===== src/rtl/usb_ep_pkg.sv =====
package usb_ep_pkg;

   typedef enum logic [1:0] {
      TOK_RSVD  = 2'b00,
      TOK_OUT   = 2'b01,
      TOK_IN    = 2'b10,
      TOK_SETUP = 2'b11
   } tok_e;

   typedef enum logic [2:0] {
      RSP_IGNORE = 3'd0,
      RSP_ACK    = 3'd1,
      RSP_NAK    = 3'd2,
      RSP_STALL  = 3'd3,
      RSP_NOHS   = 3'd4
   } rsp_e;

   // packed so that bit 0 is the control-endpoint flag
   typedef struct packed {
      logic no_hs;
      logic stall;
      logic out_en;
      logic in_en;
      logic ctl;
   } ep_cfg_t;

   localparam int CFG_W = $bits(ep_cfg_t);

endpackage


===== src/rtl/ep_ctrl_bank.sv =====
module ep_ctrl_bank
   import usb_ep_pkg::*;
#(
   parameter int NUM_EP = 16,
   localparam int EP_W = (NUM_EP > 1) ? $clog2(NUM_EP) : 1
) (
   input  logic            clk,
   input  logic            rst_n,
   input  logic            wr_en,
   input  logic [EP_W-1:0] wr_ep,
   input  ep_cfg_t         wr_val,
   input  logic            clr_en,
   input  logic [EP_W-1:0] clr_ep,
   input  logic [EP_W-1:0] rd_ep,
   output ep_cfg_t         rd_val
);

   ep_cfg_t regs [NUM_EP];

   for (genvar i = 0; i < NUM_EP; i++) begin : g_ep
      logic hit_wr;
      logic hit_clr;
      assign hit_wr  = wr_en  && (wr_ep  == EP_W'(i));
      assign hit_clr = clr_en && (clr_ep == EP_W'(i));

      always_ff @(posedge clk or negedge rst_n) begin
         if (!rst_n) begin
            regs[i] <= '0;
         end else if (hit_wr) begin
            regs[i] <= wr_val;
         end else if (hit_clr) begin
            regs[i].stall <= 1'b0;
         end
      end
   end

   assign rd_val = regs[rd_ep];

endmodule


===== src/rtl/ep_resp_decide.sv =====
module ep_resp_decide
   import usb_ep_pkg::*;
(
   input  logic    tok_valid,
   input  tok_e    tok_type,
   input  ep_cfg_t cfg,
   input  logic    own,
   input  logic    rx_ok,
   output rsp_e    rsp,
   output logic    go,
   output logic    clr_stall
);

   logic dir_ok;
   logic is_setup;
   rsp_e raw;

   assign is_setup = (tok_type == TOK_SETUP);

   always_comb begin
      unique case (tok_type)
         TOK_OUT:   dir_ok = cfg.ctl | cfg.out_en;
         TOK_IN:    dir_ok = cfg.ctl | cfg.in_en;
         TOK_SETUP: dir_ok = cfg.ctl;
         default:   dir_ok = 1'b0;
      endcase
   end

   // priority: direction, stall, ownership, normal answer
   always_comb begin
      raw = RSP_IGNORE;
      go  = 1'b0;
      if (tok_valid && dir_ok) begin
         if (!is_setup && cfg.stall) begin
            raw = RSP_STALL;
         end else if (!own) begin
            raw = RSP_NAK;
         end else if (tok_type == TOK_IN) begin
            raw = RSP_NOHS;
            go  = 1'b1;
         end else if (rx_ok) begin
            raw = RSP_ACK;
            go  = 1'b1;
         end else begin
            raw = RSP_NOHS;
         end
      end
   end

   always_comb begin
      rsp = raw;
      if (cfg.no_hs && (raw == RSP_ACK || raw == RSP_NAK || raw == RSP_STALL)) begin
         rsp = RSP_NOHS;
      end
   end

   assign clr_stall = tok_valid && is_setup && cfg.ctl;

endmodule


===== src/rtl/usb_ep_responder.sv =====
module usb_ep_responder
   import usb_ep_pkg::*;
#(
   parameter int NUM_EP  = 16,
   parameter bit REG_OUT = 1'b1,
   localparam int EP_W = (NUM_EP > 1) ? $clog2(NUM_EP) : 1
) (
   input  logic            clk,
   input  logic            rst_n,
   input  logic            cfg_we,
   input  logic [EP_W-1:0] cfg_ep,
   input  logic [4:0]      cfg_data,
   input  logic            tok_valid,
   input  logic [1:0]      tok_type,
   input  logic [EP_W-1:0] tok_ep,
   input  logic            desc_own,
   input  logic            rx_ok,
   output logic            rsp_valid,
   output logic [2:0]      rsp_code,
   output logic            xfer_go
);

   if (NUM_EP < 2 || NUM_EP > 16) begin : g_bad_count
      $error("NUM_EP must lie in 2..16");
   end
   if ((1 << EP_W) != NUM_EP) begin : g_bad_pow2
      $error("NUM_EP must be a power of two");
   end
   if (CFG_W != 5) begin : g_bad_cfg
      $error("control word width mismatch");
   end

   ep_cfg_t sel_cfg;
   rsp_e    d_rsp;
   logic    d_go;
   logic    d_clr;

   ep_ctrl_bank #(.NUM_EP(NUM_EP)) u_bank (
      .clk    (clk),
      .rst_n  (rst_n),
      .wr_en  (cfg_we),
      .wr_ep  (cfg_ep),
      .wr_val (ep_cfg_t'(cfg_data)),
      .clr_en (d_clr),
      .clr_ep (tok_ep),
      .rd_ep  (tok_ep),
      .rd_val (sel_cfg)
   );

   ep_resp_decide u_dec (
      .tok_valid (tok_valid),
      .tok_type  (tok_e'(tok_type)),
      .cfg       (sel_cfg),
      .own       (desc_own),
      .rx_ok     (rx_ok),
      .rsp       (d_rsp),
      .go        (d_go),
      .clr_stall (d_clr)
   );

   if (REG_OUT) begin : g_reg
      always_ff @(posedge clk or negedge rst_n) begin
         if (!rst_n) begin
            rsp_valid <= 1'b0;
            rsp_code  <= RSP_IGNORE;
            xfer_go   <= 1'b0;
         end else begin
            rsp_valid <= tok_valid;
            rsp_code  <= d_rsp;
            xfer_go   <= d_go;
         end
      end
   end else begin : g_comb
      assign rsp_valid = tok_valid;
      assign rsp_code  = d_rsp;
      assign xfer_go   = d_go;
   end

endmodule


===== config.mk =====
export PLATFORM = sky130hd
export DESIGN_NAME = usb_ep_responder
export DESIGN_NICKNAME = d
export VERILOG_FILES = /design/src/rtl/usb_ep_pkg.sv /design/src/rtl/ep_ctrl_bank.sv /design/src/rtl/ep_resp_decide.sv /design/src/rtl/usb_ep_responder.sv
export SDC_FILE = /design/constraint.sdc
export NUM_CORES = 1
export LEC_CHECK = 0
export BUFFER_PORTS_ARGS = -buffer_cell sky130_fd_sc_hd__buf_2
export CORE_MARGIN = 2
export CORE_UTILIZATION = 55
export DETAILED_ROUTE_END_ITERATION = 7
export GPL_TIMING_DRIVEN = 1
export HOLD_SLACK_MARGIN = 0.06
export PLACE_DENSITY_LB_ADDON = 0.05
export SYNTH_ARGS = -nofsm -noshare
export SYNTH_HDL_FRONTEND = slang
export SYNTH_SLANG_ARGS = --single-unit

===== constraint.sdc =====
create_clock -name clk -period 1.7 [get_ports clk]
set_input_delay 0.085 -clock clk [delete_from_list [all_inputs] [get_ports clk]]
set_output_delay 0.085 -clock clk [all_outputs]
set_load 0.02 [all_outputs]

==> out/qor.txt, run 1 <==
Max Clock Skew = 8.449 ps
Via density = 5.856
RSZ-0062 raised after global routing = true
Global-route wire length before repair = 15,640 um
Vias in the first global route = 2,969
Maximum clock rate = 556.3 MHz
Maxcap violations = 0
Area growth from synthesis to layout = 16.31%
Worst Hold Class = primary input to flop
Total GRT Usage = 0.2488
Critical path's slowest cell = mux4_2
R2R depth = 4
Hold Path Sink = u_bank.regs[28]
Post-synth top flop = dfrtp_1
Row count = 31
Worst Hold Launch = cfg_data[3]
Worst Path Max Fanout = 3
H-tree depth = 3
Status = finished with violations
Final Util = 0.6684
DP HPWL = 7019 um
Reg-to-Reg Start = u_bank.regs[4]
Ys Warns = 0
IO buf count = 25
Clock Path Buffers = 2
Placeable Area = 0.007331 mm^2
Clock root cell = clkbuf_8
Worst-path clk slew = 90 ps
Yosys reg bits = 85
Leakage Power = 2.189 nW
Number of antenna violations at the first check in global routing = 0
CTS tree = yes
Peak VDD IR = 679.9 uV
Layout net count = 419
Grt ovf = 0
Die area = 0.008376 mm^2
Worst hold slack = 70.81 ps
Layout cells sized above 1 = 0.3975
Antenna Cells = 0
Fill count = 559
Startpoint Class = flop
CP Data Arrival Time = 2050 ps
Synth cell types = 41
Slew Limit Headroom = 0.5869
Worst-margin pin slew = 619.7 ps
R2R Path End = rsp_code[2]
Mapped Cells = 341
Syn Area/Cell = 12.35 um^2
Largest net degree at the start of global routing = 47
Placed instance count = 478
Mapped Area = 0.004213 mm^2
Seq/Total Area, Yosys = 0.5049
Worst skew pair latency = 370 ps
Final period utilization = 1.057
Chip height = 91.52 um
Starting Density = 0.5747
Final Max Slew Viols = 0
Num CTS Buffers = 9
DR pass1 iterations = 4
Register area = 0.002127 mm^2
Initial DRC count = 181
Setup violations, final = 4
CP most frequent cell = mux4_2
Flop2flop setup slack = -100 ps
Syn Nets = 365
Multi-input logic area = 0.001987 mm^2
Routed len/inst = 19.43 um
Cell Chain, Critical Path = mux4_2 > mux4_2 > a31oi_1 > nor2_1
Pwr dens = 1049 mW/mm^2
Final cell count without fillers = 499
Post-DRT Antenna Nets = 0
I/O Pins = 26
DR DRC count = 0
Via Count = 2,922
Async set or reset register ratio after synthesis = 1.000
CP endpoint kind = flop
Final WL = 9698 um
Final worst setup slack = -97.48 ps
CP max stage delay = 570 ps
Req. time, crit path = 1950 ps
Final Hold Viols = 0
Clock Sinks = 85
Violated checks = setup timing
Critical setup path kind = flop to flop
Final Wtd Congestion = 0.9058
Min cycle time layout = 1797 ps
Die width = 91.52 um
Hold depth = 3
Number of enable flip-flop cells after synthesis = 0
-- layout make-up --
class	instances	area share
flip-flops and latches	85	0.4341
multi-input cells	233	0.4055
repair buffers	63	0.09397
clock buffers	9	0.02528
well taps	99	0.02528
clock inverters	7	0.01353
inverters	3	0.002298
-- sequential cells by signal, summed over array words and instances, names as in the netlist --
register,count
u_bank.regs,80
rsp_valid,1
xfer_go,1
rsp_code,3
-- report_power, final --
part / switching, mW / internal [mW]
Combinational: 0.482 / 0.606
Sequential: 0.227 / 2.46
Clock: 0.805 / 0.560
Total: 1.51 / 3.63
-- per-layer routing --
layer	wire, um	vias up	part of all wire	GRT usage
met5	0	-	0	0
met4	219	0	0.023	0.09343
met3	414	25	0.043	0.04979
met2	4494	85	0.46	0.3885
met1	4570	1472	0.47	0.3447
li1	-	1340	-	-
-- worst max-delay path by stage --
| stage | depth (start not counted) | to | from | slack [ps] |
|---|---|---|---|---|
| after floorplan | 6 | rsp_code[0] | u_bank.regs[5] | 60 |
| after global placement | 8 | rsp_code[2] | tok_ep[1] | -70 |
| after detailed placement | 4 | rsp_code[2] | u_bank.regs[4] | -80 |
| after CTS | 4 | rsp_code[2] | u_bank.regs[4] | -100 |
| after global routing | 4 | rsp_code[2] | u_bank.regs[14] | -120 |
| final | 4 | rsp_code[2] | u_bank.regs[4] | -100 |
-- worst max-delay path: cells and delay by family (launching register included) --
| kind | cells | cell delay [ps] |
|---|---|---|
| AO/OA/AOI/OAI | 1 | 190 |
| multiplexers | 2 | 1050 |
| flip-flops | 1 | 380 |
| AND/OR/NAND/NOR | 1 | 60 |
-- timing repair --
| item | CTS | global route |
|---|---|---|
| setup buffers | 1 | 0 |
| resized for setup | 1 | 8 |
| setup endpoints to repair | 4 | 6 |
| endpoints found under the hold margin | 49 | 0 |
| hold buffers | 4 | 0 |
| pin swaps | 2 | 6 |
-- cells by family after synthesis --
logic type      after synthesis  synth area share
mux                          97            0.2762
flops                        85            0.5049
simple gates                 83            0.1019
compound gates               50           0.07663
buf+inv                      23           0.03148
fa+ha+maj                     3          0.008911
-- per-stage QoR --
step	total power, mW	instance area, um^2	TNS, ps	setup WS, ps
after floorplan	3.419	4213	0	57.20
after global placement	3.709	4628	-153.1	-69.47
after detailed placement	3.770	4628	-214.9	-80.66
after CTS	5.168	4875	-330.7	-97.90
after global routing	5.403	4900	-473.9	-118.6
final	5.139	4900	-260.2	-97.48
-- cells in the final DEF, fill, tap and decap left out, types with 9 or more instances in the layout --
cell,count
clkbuf_8,9
mux4_2,9
dfrtp_1,85
o21ai_0,20
nand2b_1,10
buf_4,32
nor2_1,16
nand2_1,27
mux2_2,64
mux2i_1,24
buf_2,24
-- Yosys cell counts, types with 2 or more instances --
| master | instances | share of area |
|---|---|---|
| ha_1 | 3 | 0.0089 |
| o21ai_0 | 23 | 0.027 |
| or2_2 | 2 | 0.0030 |
| nand2_1 | 27 | 0.024 |
| or3_1 | 3 | 0.0045 |
| a211oi_1 | 2 | 0.0036 |
| a21oi_1 | 5 | 0.0059 |
| nand3b_1 | 4 | 0.0071 |
| o22ai_1 | 3 | 0.0045 |
| mux2i_1 | 24 | 0.057 |
| buf_2 | 3 | 0.0036 |
| nor2b_1 | 4 | 0.0059 |
| o211ai_1 | 3 | 0.0053 |
| nand2b_1 | 10 | 0.015 |
| inv_1 | 3 | 0.0027 |
| nor4_1 | 3 | 0.0045 |
| nand3_1 | 6 | 0.0071 |
| a22oi_1 | 5 | 0.0089 |
| mux4_2 | 9 | 0.048 |
| buf_4 | 2 | 0.0036 |
| and2_1 | 2 | 0.0030 |
| mux2_2 | 64 | 0.17 |
| a22o_1 | 3 | 0.0062 |
| clkbuf_1 | 11 | 0.0098 |
| nor2_1 | 17 | 0.015 |
| dfrtp_1 | 85 | 0.50 |
(Power assumes the default switching activity.)
==> run 2, diff against run 1 <==
Settings changed: CORE_UTILIZATION 55 to 54, SYNTH_HIERARCHICAL set to 1.
==> out/qor.txt, run 2 <==
Count leader, synth = dfrtp_1
Critical setup path kind = flop to flop
DR pass1 iterations = 4 (unchanged)
R2R Path End = u_bank/regs[78]
Worst Setup EP = u_bank/regs[78]
Async set or reset register ratio after synthesis = 1.000 (unchanged)
RSZ-0062 raised after global routing = true
Row count = 31 (unchanged)
Crit path buf inv count = 0 (unchanged)
Post-DP Area = 0.004513 mm^2 (-2.5%)
Antenna Cells = 0 (unchanged)
Area contributors post-synth = dfrtp_1 52%, mux2_2 17%, mux4_2 11%
Critical path's slowest cell = mux4_2
Worst Setup SP = u_bank/regs[60]
DR DRC count = 0 (unchanged)
Slew Limit Headroom = 0.6405 (+0.05362)
DP HPWL = 6298 um (-10%)
Largest Register = u_bank/regs
Worst skew pair latency = 360 ps (about the same)
Placeable Area = 0.007331 mm^2 (unchanged)
CTS tree = yes
CP max stage delay = 480 ps (-90 ps)
Maxcap violations = 0 (unchanged)
Maximum clock rate = 520.0 MHz (-6.5%)
Post-DRT Antenna Nets = 0 (unchanged)
Max Clock Skew = 8.593 ps (+0.1439 ps)
Syn Nets = 325 (-11%)
Seq/Total Area, Yosys = 0.5161 (+0.01119)
Pwr dens = 1104 mW/mm^2 (+5.3%)
Most frequent cells in the layout = 85 x dfrtp_1, 64 x mux2_2, 24 x buf_2
Peak VDD IR = 608.5 uV (-10%)
Num CTS Buffers = 9 (unchanged)
Final worst setup slack = -223.0 ps (-125.5 ps)
Number of enable flip-flop cells after synthesis = 0 (unchanged)
Area growth from synthesis to layout = 16.21% (about the same)
Ys Warns = 6 (+6)
Final cell count without fillers = 455 (-8.8%)
Stages on worst setup path = 7 (+3)
Die width = 91.37 um (-0.17%)
Final WL = 9016 um (-7.0%)
Pwr Total = 5.288 mW (+2.9%)
Layout cells sized above 1 = 0.4494 (+0.05194)
Startpoint Class = flop
Status = finished with violations
Initial DRC count = 252 (+39%)
Area leader, netlist = dfrtp_1
Clock Path Buffers = 2 (unchanged)
Final Max Slew Viols = 0 (unchanged)
Flop2flop setup slack = -220 ps (-130 ps)
Multi-input logic area = 0.001972 mm^2 (-0.76%)
Mapped Cells = 301 (-12%)
Worst Path Max Fanout = 4 (+1)
Setup violations, final = 20 (+16)
Critical path's top delay family = multiplexers
Post-layout instance area = 0.004790 mm^2 (-2.2%)
Final setup TNS = -3331 ps (-3071 ps)
Fill count = 540 (-3.4%)
Mapped Area = 0.004121 mm^2 (-2.2%)
Clock root cell = clkbuf_8
Commonest non-fill, non-tap cell in the layout = dfrtp_1
Min cycle time layout = 1923 ps (+125.5 ps)
Req. time, crit path = 1970 ps (+20 ps)
Post-synth top flop = dfrtp_1
I/O Pins = 26 (unchanged)
Placed instance count = 434 (-9.2%)
Top cells by count, synth = 85 x dfrtp_1, 64 x mux2_2, 22 x nand3_1, 22 x o21ai_0, 20 x mux4_2
Via density = 6.026 (+2.9%)
Final period utilization = 1.131 (+0.07385)
R2R depth = 7 (+3)
Routed len/inst = 19.82 um (+2.0%)
Clock Sinks = 85 (unchanged)
Violated checks = setup timing
Grt ovf = 0 (unchanged)
Worst-margin pin slew = 537.3 ps (-82.41 ps)
Starting Density = 0.5622 (-0.01246)
Leakage Power = 2.091 nW (-4.5%)
Chip height = 91.37 um (-0.17%)
Final Wtd Congestion = 0.8373 (-7.6%)
Global-route wire length before repair = 14,890 um (-4.8%)
# Post-CTS Setup Buffers = 0 (-1)
Max reg flops = 80 (unchanged)
CP endpoint kind = flop
Syn Area/Cell = 13.69 um^2 (+11%)
Area share of the largest cell type after synthesis = 0.5161 (+0.01119)
Layout net count = 375 (-11%)
CP Data Arrival Time = 2200 ps (+150 ps)
Via Count = 2,742 (-6.2%)
Reg-to-Reg Start = u_bank/regs[60]
Vias in the first global route = 2,723 (-8.3%)
Synth cell types = 32 (-22%)
Worst Hold Class = primary input to flop
Die area = 0.008348 mm^2 (-0.34%)
Register area = 0.002127 mm^2 (unchanged)
Hold depth = 4 (+1)
Worst-path clk slew = 90 ps (about the same)
Largest registers = u_bank/regs x80, rsp_code x3
Largest net degree at the start of global routing = 50 (+6.4%)
Yosys reg bits = 85 (unchanged)
Total GRT Usage = 0.2380 (-0.01083)
Final Hold Viols = 0 (unchanged)
IO buf count = 25 (unchanged)
Number of antenna violations at the first check in global routing = 0 (unchanged)
H-tree depth = 3 (unchanged)
Cell Chain, Critical Path = mux4_2 > a22oi_2 > nand3_2 > and3_4 > or3b_4 > o31ai_2 > mux2i_1
==> run 2: layout make-up <==
cell class / count / area share
Tap cell: 99 / 0.02586
Multi-Input combinational cell: 202 / 0.4117
Timing Repair Buffer: 49 / 0.07210
Clock buffer: 10 / 0.02874
Sequential cell: 85 / 0.4441
Inverter: 4 / 0.003135
Clock inverter: 6 / 0.01437
==> run 2: through the flow <==
step / worst slack [ps] / hold WS [ps] / util
global placement: -288.9 / 73.52 / 0.6156
floorplan: -81.97 / -210.6 / -
CTS: -241.3 / 125.7 / 0.6527
detailed placement: -352.9 / 81.59 / 0.6156
finish: -223.0 / 138.1 / 0.6534
global route: -318.3 / 161.7 / 0.6534
==> run 2: worst min path at each step <==
stage / start / to
detailed placement: rst_n / u_bank/regs[74]
CTS: cfg_ep[3] / u_bank/regs[63]
global route: cfg_ep[2] / u_bank/regs[63]
finish: cfg_ep[3] / u_bank/regs[63]
floorplan: rst_n / rsp_code[0]
global placement: rst_n / u_bank/regs[74]
==> run 2: cells by family (layout without fill, tap and decap cells) <==
family / after synthesis / count (layout) / share of synthesized area
AO/OA/AOI/OAI: 37 / 37 / 0.05951
adder cells (fa/ha/maj): 3 / 3 / 0.009108
buffers and inverters: 14 / 69 / 0.01579
flip-flops: 85 / 85 / 0.5161
multiplexers: 91 / 91 / 0.3024
AND/OR/NAND/NOR: 71 / 71 / 0.09715
==> run 2: worst register-to-register path, stage by stage (launching register included) <==
cell	delay, ps
dfrtp_1	380
mux4_2	480
a22oi_2	210
nand3_2	110
and3_4	190
or3b_4	250
o31ai_2	60
mux2i_1	160
==> run 2: report_power, final <==
part	internal [mW]	switching (mW)	total, mW
Clock	0.732	0.752	1.48
Combinational	0.649	0.466	1.11
Sequential	2.47	0.224	2.69
Total	3.85	1.44	5.29
==> run 2: what timing repair did <==
action,CTS,global route
gates resized for setup,12,1
hold buffers,5,0
setup endpoints to repair,20,20
pin swaps,9,0
hold endpoints to repair,42,0
==> run 2: layer usage <==
metal	GRT usage	part of all wire	wire length, um
met4	0.08333	0.016	144
met5	0	0	0
met2	0.3420	0.45	4041
met1	0.3655	0.47	4205
met3	0.04315	0.069	624
==> run 3, diff against run 2 <==
Settings changed: BUFFER_PORTS_ARGS -buffer_cell sky130_fd_sc_hd__buf_2 to not set, CORE_UTILIZATION 54 to 55, DONT_BUFFER_PORTS set to 1, TNS_END_PERCENT set to 30.
==> out/qor.txt, run 3 (same netlist as run 2, synthesis figures left out) <==
Status = finished with violations
Violated checks = hold timing, setup timing
Switching Fraction = 0.2494 (-0.02330)
Worst-margin pin slew = 662.0 ps (+124.8 ps)
CP endpoint kind = flop
Post-layout instance area = 0.004637 mm^2 (-3.2%)
Peak VDD IR = 604.9 uV (-0.60%)
Worst hold slack = -579.2 ps (-717.4 ps)
Final period utilization = 1.111 (-0.02005)
DR pass1 iterations = 4 (unchanged)
Final WL = 8974 um (-0.47%)
Post-DP Area = 0.004250 mm^2 (-5.8%)
DR DRC count = 0 (unchanged)
Register area = 0.002127 mm^2 (unchanged)
Number of antenna violations at the first check in global routing = 0 (unchanged)
Pwr dens = 1102 mW/mm^2 (-0.22%)
Fill count = 567 (+5.0%)
Final cell count without fillers = 428 (-5.9%)
CTS tree = yes
Maxcap violations = 0 (unchanged)
Layout net count = 349 (-6.9%)
I/O Pins = 26 (unchanged)
Final Max Slew Viols = 0 (unchanged)
Final Wtd Congestion = 0.8122 (-3.0%)
Die area = 0.008202 mm^2 (-1.7%)
Initial DRC count = 199 (-21%)
Placeable Area = 0.007253 mm^2 (-1.1%)
Cell Chain, Critical Path = mux4_2 > a22oi_2 > nand3_2 > and3_4 > nand3b_1 > o21ai_0 > o21ai_0
Antenna Cells = 0 (unchanged)
CP most frequent cell = o21ai_0
Clock Power Share = 0.282 (about the same)
Worst Hold Class = primary input to async pin
RSZ-0062 raised after global routing = true
Grt ovf = 0 (unchanged)
Clock root cell = clkbuf_8
Maximum clock rate = 529.4 MHz (+1.8%)
Seq pwr share = 0.524 (+0.015)
Final Hold Viols = 85 (+85)
DP HPWL = 5803 um (-7.9%)
Startpoint Class = flop
Via density = 6.126 (+1.7%)
Comb power frac = 0.194 (-0.017)
Final worst setup slack = -188.9 ps (+34.09 ps)
Layout cells sized above 1 = 0.3587 (-0.09078)
Min cycle time layout = 1889 ps (-34.09 ps)
Die width = 90.57 um (-0.88%)
Vias in the first global route = 2,598 (-4.6%)
Internal power = 3.835 mW (-0.30%)
Critical setup path kind = flop to flop
CP max stage delay = 470 ps (about the same)
Via Count = 2,622 (-4.4%)
Req. time, crit path = 1960 ps (about the same)
Post-DRT Antenna Nets = 0 (unchanged)
Chip height = 90.57 um (-0.88%)
Commonest non-fill, non-tap cell in the layout = dfrtp_1
Starting Density = 0.5682 (+0.006013)
H-tree depth = 3 (unchanged)
Worst-path clk slew = 80 ps (about the same)
Setup violations, final = 20 (unchanged)
Critical path's slowest cell = mux4_2
Multi-input logic area = 0.001957 mm^2 (-0.76%)
IO buf count = 0 (-100%)
Clock Path Buffers = 2 (unchanged)
Worst Path Max Fanout = 4 (unchanged)
Clock Sinks = 85 (unchanged)
Largest registers = u_bank/regs x80, rsp_code x3
Largest net degree at the start of global routing = 86 (+72%)
Leakage Power = 1.958 nW (-6.4%)
Area growth from synthesis to layout = 12.51%
Num CTS Buffers = 9 (unchanged)
Slew Limit Headroom = 0.5572 (-0.08331)
Worst skew pair latency = 350 ps (about the same)
Final setup TNS = -2501 ps (+830.6 ps)
Max Clock Skew = 9.649 ps (+1.057 ps)
CP Data Arrival Time = 2150 ps (-50 ps)
Placed instance count = 395 (-9.0%)
Max reg flops = 80 (unchanged)
Routed len/inst = 20.97 um (+5.8%)
Psw = 1.274 mW (-12%)
Largest Register = u_bank/regs
Most frequent cells in the layout = 85 x dfrtp_1, 64 x mux2_2, 20 x mux4_2, 20 x nand3_1
Row count = 31 (unchanged)
Final Util = 0.6393 (-0.01406)
Total GRT Usage = 0.2356 (-0.002383)
Global-route wire length before repair = 14,600 um (-1.9%)
-- run 3: changes by cell type in the layout (fill, tap and decap cells not counted), sizes merged --
cell and change:
buf -38, inv -3, dlygate4sd3 +12, clkbuf +1, clkinv +1
-- run 3: stage by stage --
| step | power [mW] | worst slack [ps] |
|---|---|---|
| 2_1_floorplan | 3.436 | -84.76 |
| 3_3_place_gp | 3.592 | -155.7 |
| 3_5_place_dp | 3.628 | -166.1 |
| 4_1_cts | 5.134 | -174.6 |
| 5_1_grt | 5.374 | -257.9 |
| 6_report | 5.108 | -188.9 |
-- run 3: final timing paths --
| kind | depth (start not counted) | start | slack, ps | to |
|---|---|---|---|---|
| min reg2reg | 1 | u_bank/regs[44] | 510 | u_bank/regs[44] |
| max in group asynchronous | 0 | rst_n | 2140 | u_bank/regs[1] |
| min | 0 | rst_n | -580 | u_bank/regs[77] |
| max reg2reg | 7 | u_bank/regs[60] | -190 | u_bank/regs[53] |
| min in group clk | 3 | tok_ep[2] | 60 | u_bank/regs[3] |
| max | 7 | u_bank/regs[60] | -190 | u_bank/regs[53] |
-- run 3: timing repair --
action / in CTS / in global routing
endpoints found under the setup margin: 20 / 20
resized for setup: 6 / 10
endpoints found under the hold margin: 170 / 86
pin swaps: 6 / 6
hold buffers: 16 / 1
setup buffers: 0 / 1
-- run 3: per-layer routing --
layer  vias up  share of wire  GRT usage
met1      1357           0.48     0.3706
met5         -              0          0
met3        12          0.064    0.04257
li1       1174              -          -
met4         0          0.013    0.08077
met2        79           0.45     0.3302
-- run 3: critical path: cells and delay by family (launching register included) --
family,cells,cell delay (ps)
and+or+nand+nor,3,460
muxes,1,470
DFF,1,380
AOI/OAI and AO/OA,3,490
-- run 3: area by class of cell --
type / count / area share
inverters: 4 / 0.003238
clock inverters: 4 / 0.01025
multi-input cells: 202 / 0.4220
repair buffers: 23 / 0.04641
flip-flops and latches: 85 / 0.4587
well taps: 99 / 0.02671
clock buffers: 11 / 0.03265
-- run 3: power by group through the flow --
stage	clock, mW	sequential, mW	combinational, mW
after global placement	0	2.71	0.887
after detailed placement	0	2.72	0.907
after floorplan	0	2.65	0.791
final	1.44	2.68	0.990
after global routing	1.56	2.74	1.07
after CTS	1.48	2.68	0.975
